==> src/rtl/ebld_pkg.sv <==
package ebld_pkg;
  typedef enum logic [1:0] {
    TAG_DATA = 2'b00,
    TAG_SOE  = 2'b01,
    TAG_EOE  = 2'b10,
    TAG_AUX  = 2'b11
  } tag_e;

  typedef enum logic [1:0] {
    S_IDLE = 2'd0,
    S_HEAD = 2'd1,
    S_SRC  = 2'd2,
    S_TAIL = 2'd3
  } bstate_e;

  typedef enum logic [1:0] {
    M_WAIT = 2'd0,
    M_FWD  = 2'd1,
    M_DROP = 2'd2
  } smode_e;

  localparam int MK_LSB     = 16;
  localparam logic [3:0] MK_AHEAD   = 4'd1;
  localparam logic [3:0] MK_TIMEOUT = 4'd2;
endpackage

==> src/rtl/ebld_trig_fifo.sv <==
module ebld_trig_fifo #(
  parameter int W     = 16,
  parameter int DEPTH = 8
) (
  input  logic         clk,
  input  logic         rst_n,
  input  logic         push,
  input  logic [W-1:0] din,
  input  logic         pop,
  output logic [W-1:0] dout,
  output logic         empty,
  output logic         full
);
  localparam int AW = (DEPTH > 1) ? $clog2(DEPTH) : 1;
  localparam int CW = $clog2(DEPTH + 1);

  logic [W-1:0]  mem [DEPTH];
  logic [AW-1:0] wr_q, rd_q;
  logic [CW-1:0] cnt_q;
  logic          do_push, do_pop;

  assign empty   = (cnt_q == '0);
  assign full    = (cnt_q == CW'(DEPTH));
  assign do_push = push && !full;
  assign do_pop  = pop && !empty;
  assign dout    = mem[rd_q];

  always_ff @(posedge clk) begin
    if (do_push) mem[wr_q] <= din;
  end

  always_ff @(posedge clk or negedge rst_n) begin
    if (!rst_n) begin
      wr_q  <= '0;
      rd_q  <= '0;
      cnt_q <= '0;
    end else begin
      if (do_push) wr_q <= (wr_q == AW'(DEPTH - 1)) ? '0 : wr_q + AW'(1);
      if (do_pop)  rd_q <= (rd_q == AW'(DEPTH - 1)) ? '0 : rd_q + AW'(1);
      if (do_push != do_pop) cnt_q <= do_push ? cnt_q + CW'(1) : cnt_q - CW'(1);
    end
  end
endmodule

==> src/rtl/ebld_src_sel.sv <==
module ebld_src_sel #(
  parameter int NSRC = 5,
  parameter int DW   = 32,
  parameter int SW   = 3
) (
  input  logic [SW-1:0]      sel,
  input  logic               pop,
  input  logic [NSRC-1:0]    src_valid,
  input  logic [2*NSRC-1:0]  src_tag,
  input  logic [DW*NSRC-1:0] src_data,
  output logic [NSRC-1:0]    src_ready,
  output logic               h_valid,
  output logic [1:0]         h_tag,
  output logic [DW-1:0]      h_data
);
  logic [NSRC-1:0] hit;

  for (genvar i = 0; i < NSRC; i++) begin : g_src
    assign hit[i]       = (sel == SW'(i));
    assign src_ready[i] = hit[i] && pop && src_valid[i];
  end

  always_comb begin
    h_valid = 1'b0;
    h_tag   = '0;
    h_data  = '0;
    for (int i = 0; i < NSRC; i++) begin
      if (hit[i]) begin
        h_valid = src_valid[i];
        h_tag   = src_tag[2*i +: 2];
        h_data  = src_data[DW*i +: DW];
      end
    end
  end
endmodule

==> src/rtl/ebld_watchdog.sv <==
module ebld_watchdog #(
  parameter int W = 16
) (
  input  logic         clk,
  input  logic         rst_n,
  input  logic         restart,
  input  logic         tick,
  input  logic [W-1:0] limit,
  output logic         expired
);
  logic [W-1:0] cnt_q, cnt_d;

  always_comb begin
    cnt_d = cnt_q;
    if (restart)                  cnt_d = '0;
    else if (tick && !(&cnt_q))   cnt_d = cnt_q + W'(1);
  end

  always_ff @(posedge clk or negedge rst_n) begin
    if (!rst_n) cnt_q <= '0;
    else        cnt_q <= cnt_d;
  end

  assign expired = (cnt_q >= limit);
endmodule

==> src/rtl/event_builder.sv <==
module event_builder
  import ebld_pkg::*;
#(
  parameter int NSRC   = 5,
  parameter int DW     = 32,
  parameter int TNW    = 16,
  parameter int TDEPTH = 8,
  parameter int WDW    = 16,
  parameter int CNTW   = 8
) (
  input  logic               clk,
  input  logic               rst_n,
  input  logic               trig_valid,
  input  logic [TNW-1:0]     trig_num,
  input  logic [NSRC-1:0]    src_valid,
  input  logic [2*NSRC-1:0]  src_tag,
  input  logic [DW*NSRC-1:0] src_data,
  output logic [NSRC-1:0]    src_ready,
  output logic               out_valid,
  input  logic               out_ready,
  output logic [1:0]         out_tag,
  output logic [DW-1:0]      out_data,
  input  logic [WDW-1:0]     timeout_limit,
  input  logic               clr,
  output logic [CNTW-1:0]    mismatch_cnt,
  output logic               err_flag,
  output logic               trig_ovf
);
  localparam int SW = (NSRC > 1) ? $clog2(NSRC) : 1;

  logic [1:0] rsync_q;
  logic       rst_i_n;
  always_ff @(posedge clk or negedge rst_n) begin
    if (!rst_n) rsync_q <= '0;
    else        rsync_q <= {rsync_q[0], 1'b1};
  end
  assign rst_i_n = rsync_q[1];

  bstate_e        st_q, st_d;
  smode_e         mode_q, mode_d;
  logic [SW-1:0]  sel_q, sel_d;
  logic [TNW-1:0] cur_q, cur_d;
  logic           ov_q, ov_d;
  logic [1:0]     ot_q, ot_d;
  logic [DW-1:0]  od_q, od_d;
  logic [CNTW-1:0] mc_q, mc_d;
  logic           err_q, err_d, ovf_q, ovf_d;

  logic           trig_full, fifo_empty, fifo_pop;
  logic [TNW-1:0] fifo_dout;
  logic           h_valid, pop, advance, emit, mism, load, wd_exp, wd_restart;
  logic [1:0]     h_tag;
  logic [DW-1:0]  h_data;
  logic [TNW-1:0] h_num;

  ebld_trig_fifo #(.W(TNW), .DEPTH(TDEPTH)) u_tfifo (
    .clk(clk), .rst_n(rst_i_n), .push(trig_valid), .din(trig_num),
    .pop(fifo_pop), .dout(fifo_dout), .empty(fifo_empty), .full(trig_full)
  );

  ebld_src_sel #(.NSRC(NSRC), .DW(DW), .SW(SW)) u_sel (
    .sel(sel_q), .pop(pop), .src_valid(src_valid), .src_tag(src_tag),
    .src_data(src_data), .src_ready(src_ready),
    .h_valid(h_valid), .h_tag(h_tag), .h_data(h_data)
  );

  ebld_watchdog #(.W(WDW)) u_wd (
    .clk(clk), .rst_n(rst_i_n), .restart(wd_restart),
    .tick((st_q == S_SRC) && !h_valid), .limit(timeout_limit), .expired(wd_exp)
  );

  assign h_num      = h_data[TNW-1:0];
  assign load       = !ov_q || out_ready;
  assign wd_restart = (st_q != S_SRC) || pop || advance;

  // next-state: event sequencing
  always_comb begin
    st_d = st_q; mode_d = mode_q; sel_d = sel_q; cur_d = cur_q;
    fifo_pop = 1'b0; pop = 1'b0; advance = 1'b0; emit = 1'b0; mism = 1'b0;
    ot_d = TAG_DATA; od_d = '0;
    unique case (st_q)
      S_IDLE: if (!fifo_empty) begin
        fifo_pop = 1'b1; cur_d = fifo_dout; st_d = S_HEAD;
      end
      S_HEAD: if (load) begin
        emit = 1'b1; ot_d = TAG_SOE; od_d[TNW-1:0] = cur_q;
        sel_d = '0; mode_d = M_WAIT; st_d = S_SRC;
      end
      S_SRC: begin
        if (h_valid) begin
          unique case (mode_q)
            M_WAIT: begin
              if (h_tag != TAG_SOE) pop = 1'b1;
              else if (h_num == cur_q) begin pop = 1'b1; mode_d = M_FWD; end
              else if (h_num < cur_q) begin
                pop = 1'b1; mode_d = M_DROP; mism = 1'b1;
              end else if (load) begin
                emit = 1'b1; ot_d = TAG_AUX;
                od_d[MK_LSB +: 4] = MK_AHEAD; od_d[SW-1:0] = sel_q;
                mism = 1'b1; advance = 1'b1;
              end
            end
            M_FWD: begin
              if (h_tag == TAG_DATA) begin
                if (load) begin emit = 1'b1; ot_d = TAG_DATA; od_d = h_data; pop = 1'b1; end
              end else begin
                pop = 1'b1;
                if (h_tag == TAG_EOE) advance = 1'b1;
              end
            end
            default: begin
              pop = 1'b1;
              if (h_tag == TAG_EOE) mode_d = M_WAIT;
            end
          endcase
        end else if (wd_exp && load) begin
          emit = 1'b1; ot_d = TAG_AUX;
          od_d[MK_LSB +: 4] = MK_TIMEOUT; od_d[SW-1:0] = sel_q;
          advance = 1'b1;
        end
        if (advance) begin
          mode_d = M_WAIT;
          if (sel_q == SW'(NSRC - 1)) st_d = S_TAIL;
          else                        sel_d = sel_q + SW'(1);
        end
      end
      default: if (load) begin
        emit = 1'b1; ot_d = TAG_EOE; od_d[TNW-1:0] = cur_q; st_d = S_IDLE;
      end
    endcase
  end

  // next-state: output slot and status
  always_comb begin
    ov_d = ov_q;
    if (emit)           ov_d = 1'b1;
    else if (out_ready) ov_d = 1'b0;
    mc_d = mc_q; err_d = err_q; ovf_d = ovf_q;
    if (clr) begin
      mc_d = '0; err_d = 1'b0; ovf_d = 1'b0;
    end else begin
      if (mism) begin
        err_d = 1'b1;
        if (!(&mc_q)) mc_d = mc_q + CNTW'(1);
      end
      if (trig_valid && trig_full) ovf_d = 1'b1;
    end
  end

  always_ff @(posedge clk or negedge rst_i_n) begin
    if (!rst_i_n) begin
      st_q <= S_IDLE; mode_q <= M_WAIT; sel_q <= '0; cur_q <= '0;
      ov_q <= 1'b0; ot_q <= '0; od_q <= '0;
      mc_q <= '0; err_q <= 1'b0; ovf_q <= 1'b0;
    end else begin
      st_q <= st_d; mode_q <= mode_d; sel_q <= sel_d; cur_q <= cur_d;
      ov_q <= ov_d; mc_q <= mc_d; err_q <= err_d; ovf_q <= ovf_d;
      if (emit) begin
        ot_q <= ot_d; od_q <= od_d;
      end
    end
  end

  assign out_valid    = ov_q;
  assign out_tag      = ot_q;
  assign out_data     = od_q;
  assign mismatch_cnt = mc_q;
  assign err_flag     = err_q;
  assign trig_ovf     = ovf_q;
endmodule

==> config.mk <==
export PLATFORM = sky130hd
export DESIGN_NAME = event_builder
export DESIGN_NICKNAME = d
export VERILOG_FILES = /design/src/rtl/ebld_pkg.sv /design/src/rtl/ebld_trig_fifo.sv /design/src/rtl/ebld_src_sel.sv /design/src/rtl/ebld_watchdog.sv /design/src/rtl/event_builder.sv
export SDC_FILE = /design/constraint.sdc
export NUM_CORES = 1
export LEC_CHECK = 0
export BUFFER_PORTS_ARGS = -buffer_cell sky130_fd_sc_hd__buf_4
export CAP_MARGIN = 20
export CORE_UTILIZATION = 40
export DETAILED_ROUTE_END_ITERATION = 7
export HOLD_SLACK_MARGIN = 0.02
export PLACE_DENSITY_LB_ADDON = 0.08
export SETUP_SLACK_MARGIN = 0.4
export SLEW_MARGIN = 20
export SYNTH_ARGS = -nofsm -noshare
export SYNTH_HDL_FRONTEND = slang
export SYNTH_SLANG_ARGS = --single-unit
==> constraint.sdc <==
create_clock -name clk -period 11.4 [get_ports clk]
set_input_delay 1.71 -clock clk [delete_from_list [all_inputs] [get_ports clk]]
set_output_delay 1.71 -clock clk [all_outputs]
set_load 0.02 [all_outputs]
==> results of run 1 <==
## cell usage after synthesis, types with 6 or more instances
library cell / number
a221oi_1: 32
buf_1: 7
and3_1: 10
edfxtp_1: 128
clkbuf_1: 46
o21ai_0: 63
a22o_1: 17
a221o_1: 7
mux4_2: 32
o211ai_1: 6
buf_2: 8
inv_1: 44
nand3_1: 20
a21o_1: 21
nand2_1: 85
o2111ai_1: 6
a31oi_1: 6
nor3_1: 26
ha_1: 49
o2bb2ai_1: 14
dfrtp_1: 96
xnor2_1: 9
and2_1: 7
nand2b_1: 11
a211oi_1: 6
nor2_1: 71
nor2b_1: 6
nand4_1: 7
mux2i_1: 20
xor2_1: 14
o311ai_0: 16
a21oi_1: 35
## layer usage
layer / part of all wire (%) / vias up / track usage, %
li1: - / 4234 / -
met1: 42 / 4271 / 28.43
met2: 49 / 275 / 39.27
met3: 6.3 / 53 / 4.257
met4: 3.3 / 0 / 7.965
met5: 0 / - / 0
## worst max path at each step
stage	startpoint	slack, ns	end
after floorplan	src_data[47]	5.34	src_ready[0]
after global placement	sel_q[0]	4.28	src_ready[0]
after detailed placement	sel_q[0]	4.16	src_ready[0]
after CTS	sel_q[0]	3.57	src_ready[0]
after global routing	sel_q[1]	3.13	src_ready[0]
final	sel_q[0]	3.55	src_ready[0]
## final cells by class
type                    instances  area (sq um)  area share (%)
flip-flops and latches        224          6252           41.94
clock buffers                  35         703.2           4.716
repair buffers                278          2095           14.05
clock inverters                11         201.4           1.351
multi-input cells             651          5020           33.67
inverters                      44         165.2           1.108
well taps                     378         473.0           3.172
## cells in the final DEF (no fill, tap or decap), types with 4 or more instances in the layout
cell / Yosys / final
xnor2_1: 9 / 9
a21oi_1: 35 / 35
clkbuf_8: 0 / 4
nand3_1: 20 / 20
clkbuf_1: 46 / 6
a211oi_1: 6 / 6
nor2_1: 71 / 68
inv_1: 44 / 44
nor3_4: 1 / 5
edfxtp_1: 128 / 128
ha_1: 49 / 48
and3_1: 10 / 10
clkbuf_16: 0 / 25
o2bb2ai_1: 14 / 14
a221o_1: 7 / 7
and2_1: 7 / 7
o211ai_1: 6 / 6
buf_4: 0 / 277
mux2i_1: 20 / 20
nand4_1: 7 / 7
and4_1: 4 / 4
a22o_1: 17 / 17
nand2_1: 85 / 85
o21ai_0: 63 / 63
nor3_1: 26 / 20
mux4_2: 32 / 32
nor4_1: 5 / 4
a221oi_1: 32 / 32
o2111ai_1: 6 / 6
nor2b_1: 6 / 4
nand2b_1: 11 / 11
o311ai_0: 16 / 16
dfrtp_1: 96 / 93
bufinv_16: 0 / 5
a31oi_1: 6 / 6
xor2_1: 14 / 14
a21o_1: 21 / 21
## sequential cells by signal, indices dropped and copies added (netlist names)
name           cells
mismatch_cnt       8
out_data          32
rsync_q            2
mode_q             2
st_q               2
cur_q             16
u_tfifo.rd_q       3
u_wd.cnt_q        16
u_tfifo.wr_q       3
out_tag            2
trig_ovf           1
out_valid          1
u_tfifo.mem      128
sel_q              3
u_tfifo.cnt_q      4
err_flag           1
## worst max-delay path, cell delays in order, from the launching register on
cell and delay (ns):
dfrtp_1 0.46, inv_1 0.11, ha_1 0.33, nor3b_2 0.68, buf_4 0.39, a221oi_1 0.13
nor3_1 0.55, a21oi_1 0.07, o21ai_0 0.26, ha_1 0.19, nand4_1 0.17, or4_4 0.59
o21ai_1 0.27, a311o_1 0.21, nand2b_1 0.15, nor3_1 0.59, and4_1 0.29, buf_4 0.15
## report_power, final
| part | internal [mW] | total (mW) | switching, mW |
|---|---|---|---|
| sequential | 1.02 | 1.16 | 0.141 |
| clock | 0.547 | 0.878 | 0.331 |
| combinational | 0.686 | 1.67 | 0.980 |
## stage by stage
step           hold slack, ns  power [mW]  worst slack [ns]
2_1_floorplan          0.3312       2.258             5.340
3_3_place_gp           0.3361       2.822             4.282
3_5_place_dp           0.3356       2.844             4.156
4_1_cts                0.3495       3.728             3.571
5_1_grt                0.3546       3.947             3.133
6_report               0.3084       3.707             3.547
## logic make-up (layout without fill, tap and decap cells)
family | after synthesis | in the layout
compound gates | 249 | 249
xor+xnor | 23 | 23
fa+ha+maj | 50 | 50
buf+inv | 106 | 368
flops | 224 | 224
mux | 56 | 56
other cells | 1 | 1
simple gates | 272 | 272
==> impl_metrics.json, run 1 <==
{
  "drt_pre_antenna_iters": 5,
  "ys.flop_type": "edfxtp_1",
  "dieArea_sq_um": 29610,
  "die_height_um": 172.1,
  "fp.dieW_um": 172.1,
  "outcome": "finished, final reports clean",
  "area_growth_pct": 28.85,
  "clock_latency_ns": 0.53,
  "num_vias": 8833,
  "synth_top_family_by_area": "compound AO/OA/AOI/OAI gates",
  "rsz0062_at_grt": "false",
  "skew_ns": 0.01061,
  "drive_gt1_share_pct": 30.49,
  "setup_viol": 0,
  "arrival_ns": 6.14,
  "cts_made_buffers": 25,
  "syn_inst": 981,
  "wl_per_cell_um": 21.33,
  "globalplace.congestion": 0.8610,
  "clk_pin_slew_ns": 0.07,
  "fmax_mhz": 127.3,
  "post-route-period-util_pct": 68.89,
  "nets": 1486,
  "syn_area_per_cell_sq_um": 11.80,
  "grt_pass1_wl_um": 50060,
  "synth_xor_area_share_pct": 1.741,
  "cts_buffer_depth": 3,
  "synthMuxAreaShare_pct": 8.348,
  "slew_violations": 0,
  "track_usage_pct": 22.73,
  "portBuffers": 261,
  "cts_resized": 0,
  "cp-end-kind": "output pin",
  "place_hpwl_um": 24990,
  "drc_errors": 0,
  "drtAntennaViolNets": 0,
  "antenna_found_initial": 0,
  "cts_setup_buffers": 0,
  "drt-total-wl_um": 34570,
  "cap_violations": 0,
  "rrSetupSlack_ns": 5.79,
  "start_kind": "flop",
  "yosys-top-cells-area": "edfxtp_1 (33%), dfrtp_1 (21%), mux4_2 (6.2%)",
  "core_sq_um": 28090,
  "yosys.area.top_type": "edfxtp_1",
  "pin_count": 262,
  "drt-initial-drc-count": 483,
  "cts_tree": "built",
  "h-tree-depth": 1,
  "nFillCells": 2488,
  "dpl_cell_area_sq_um": 13970,
  "ys_seq_area_share_pct": 53.98,
  "tns_ns": 0,
  "synth_edf_count": 128,
  "yosys.area_share.adder_pct": 5.471,
  "period_needed_ns": 7.853,
  "pwr_density_cell_nw_per_um2": 248.6,
  "worstPathRequired_ns": 9.69,
  "synthesis.nets": 1243,
  "root_buffer": "clkbuf_16",
  "initial_core_util_pct": 41.20,
  "power_leakage_nw": 6.257,
  "antenna_cells": 0,
  "final_cells": 1621,
  "r2r_end": "out_tag[0]",
  "postCtsHoldBufs": 0,
  "grt-ovfl-total": 0,
  "async_flop_share_pct": 42.86,
  "synth-compound-area-share_pct": 15.29,
  "postLayoutCoreUtil_pct": 53.08,
  "dp_cells": 1574,
  "cts.sinks": 224,
  "synth_cell_type_count": 68,
  "yosysWarnings": 0,
  "path_class": "flop to output pin",
  "synth_seq_cells": 224,
  "viasPerCell": 5.449,
  "hold_viol": 0,
  "synth_top_area_share_pct": 33.22,
  "r2r_start": "sel_q[0]",
  "worst_pin_slew_ns": 1.164,
  "grt_max_degree": 71,
  "grt_pass1_vias": 8505,
  "reg2regPathDepth": 17,
  "rows": 61,
  "fin_area_sq_um": 14910,
  "synth-simple-area-share_pct": 11.60,
  "hold_class": "flop to asynchronous set/reset pin",
  "netlist_area_sq_um": 11570,
  "ir_drop_v": 0.0001500,
  "max_slew_margin_pct": 21.39,
  "crit_path_max_fanout": 23
}
(Power assumes the default switching activity.)
==> inputs of run 2 (changes only) <==
- ABC_AREA: unset -> 1
- clock period: 11.4 -> 6.9 ns (I/O delays scaled with it)
==> run 2 against run 1 <==
- register-to-register slack lost 3.4 ns
- non-clock buffer count fell by 4
- combinational power increased by 59%
- clock skew increased by 0.0023 ns
- sequential cell count is the same
- sequential share of layout area down 1.2 points
==> impl_metrics.json, run 2 <==
{
  "setup_viol": 0,
  "slowest_delay_ns": 0.66,
  "skew_ns": 0.01287,
  "cap_violations": 0,
  "track_usage_pct": 23.09,
  "yosys-top-cells-area": "edfxtp_1 (32%), dfrtp_1 (20%), nand2_1 (8.8%)",
  "grt_pass1_vias": 9852,
  "root_buffer": "clkbuf_16",
  "slew_violations": 0,
  "largest_register": "u_tfifo.mem",
  "drtAntennaViolNets": 0,
  "postCtsHoldBufs": 0,
  "core_sq_um": 29800,
  "synth_seq_cells": 224,
  "largest_register_ffs": 128,
  "final_common_cell": "nand2_1",
  "portBuffers": 261,
  "num_vias": 10305,
  "die_height_um": 176.3,
  "h-tree-depth": 1,
  "max_slew_margin_pct": 30.68,
  "synth_edf_count": 128,
  "syn_area_per_cell_sq_um": 9.139,
  "cts_tree": "built",
  "dieArea_sq_um": 31090,
  "place_hpwl_um": 26080,
  "drc_errors": 0,
  "crit_slowest_cell": "nor3_2",
  "path_class": "flop to output pin",
  "ys_seq_area_share_pct": 51.38,
  "antenna_cells": 0,
  "rows": 63,
  "fmax_mhz": 166.8,
  "crit_path_max_fanout": 21,
  "hold_class": "flop to asynchronous set/reset pin",
  "grt_max_degree": 71,
  "outcome": "finished, final reports clean",
  "hold_viol": 0,
  "post-route-period-util_pct": 86.89,
  "pwr_density_cell_nw_per_um2": 381.1,
  "period_needed_ns": 5.995,
  "cts_resized": 0,
  "drive_gt1_share_pct": 23.41,
  "clock_latency_ns": 0.54,
  "yosys.area.top_type": "edfxtp_1",
  "fp.dieW_um": 176.3,
  "finalPower_mw": 5.844,
  "cts_buffer_depth": 3,
  "viasPerCell": 5.218,
  "drt_pre_antenna_iters": 7,
  "synth_cell_type_count": 48,
  "clk_pin_slew_ns": 0.06,
  "grt-ovfl-total": 0,
  "crit_top_cell": "nand2_1",
  "syn_inst": 1330,
  "rsz0062_at_grt": "false",
  "worstPathRequired_ns": 5.86,
  "globalplace.congestion": 0.8780,
  "arrival_ns": 4.96,
  "cts_made_buffers": 25,
  "worstPathCellList": "inv_1 -> ha_1 -> nor3_2 -> buf_4 -> a22oi_1 -> o211ai_1 -> o21ai_0 -> a21oi_1 -> ha_1 -> nand2_1 -> nor2_1 -> nor3b_1 -> a21oi_1 -> nand2_1 -> nand2_1 -> nand2_2 -> nand3_1 -> nor2_1 -> buf_4",
  "pin_count": 262,
  "netlist_area_sq_um": 12160,
  "ir_drop_v": 0.0002435,
  "area_growth_pct": 26.15,
  "final_cell_mix": "nand2_1 (285), buf_4 (271), nor2_1 (135)",
  "yosysWarnings": 0,
  "hold_ws_ns": 0.2452,
  "drt-initial-drc-count": 631,
  "synth_top_area_share_pct": 31.62,
  "cts_setup_buffers": 0,
  "antenna_found_initial": 0,
  "power_leakage_nw": 6.886,
  "start_kind": "flop",
  "grt_pass1_wl_um": 55300,
  "async_flop_share_pct": 42.86,
  "drt-total-wl_um": 36190,
  "worst_pin_slew_ns": 1.039,
  "wl_per_cell_um": 18.32,
  "cts.sinks": 224,
  "initial_core_util_pct": 40.80,
  "ys.flop_type": "edfxtp_1",
  "synth.most_common_cell": "nand2_1",
  "synthesis.nets": 1592,
  "cp-end-kind": "output pin",
  "tns_ns": 0,
  "yosys-top-cells-count": "nand2_1 (286), nor2_1 (143), edfxtp_1 (128), nand3_1 (107), inv_1 (105)",
  "nets": 1828
}
## run 2: path summary, 6_finish.rpt
path	depth (start not counted)	startpoint	slack [ns]	to
setup / recovery	19	sel_q[1]	0.90	src_ready[0]
hold / removal	0	rsync_q[1]	0.25	u_tfifo.cnt_q[2]
setup reg to reg	19	sel_q[1]	2.38	out_tag[1]
hold reg to reg	0	rsync_q[1]	0.25	u_tfifo.cnt_q[2]
max in group asynchronous	1	rsync_q[1]	5.40	out_data[25]
min in group clk	0	rsync_q[0]	0.35	rsync_q[1]
## run 2: through the flow
stage	std cells	worst slack [ns]	utilization [%]	cell area, sq um
finish	1975	0.9046	51.46	15330
global placement	1926	1.636	48.36	14410
detailed placement	1928	1.461	48.46	14440
CTS	1974	0.8776	51.37	15310
floorplan	1330	2.699	-	12160
global route	1975	0.5801	51.46	15330
## run 2: report_power, final
part / internal, mW / switching, mW
sequential: 1.68 / 0.122
clock: 0.843 / 0.540
combinational: 0.914 / 1.74
## run 2: area by class of cell
cell class | instances | area, sq um
Inverter | 112 | 420.4
Multi-Input combinational cell | 929 | 5230
Clock inverter | 15 | 200.2
Clock buffer | 31 | 668.1
Sequential cell | 224 | 6251
Timing Repair Buffer | 274 | 2076
Fill cell | 2781 | 14460
Tap cell | 390 | 488.0
## run 2: routing by layer
metal | vias up | global-route usage (%) | wire (um)
met3 | 35 | 3.295 | 2010
met2 | 284 | 41.11 | 18280
met5 | - | 0 | 0
li1 | 5108 | - | -
met4 | 0 | 5.399 | 716
met1 | 4878 | 29.42 | 15190
## run 2: critical path: cells and delay by family, from the launching register on
kind	cells	cell delay, ns
simple gates	9	2.05
compound gates	5	0.83
buf+inv	3	0.66
fa+ha+maj	2	0.46
flops	1	0.41
## run 2: cell families (layout without fill, tap and decap cells)
logic type	after synthesis	after routing	synth area share [%]
AO/OA/AOI/OAI	245	245	13.30
XOR/XNOR	16	16	1.153
adder cells (fa/ha/maj)	50	50	5.208
buffers and inverters	177	432	5.939
flip-flops	224	224	51.38
multiplexers	18	18	1.503
other	1	1	0.03085
AND/OR/NAND/NOR	599	599	21.48
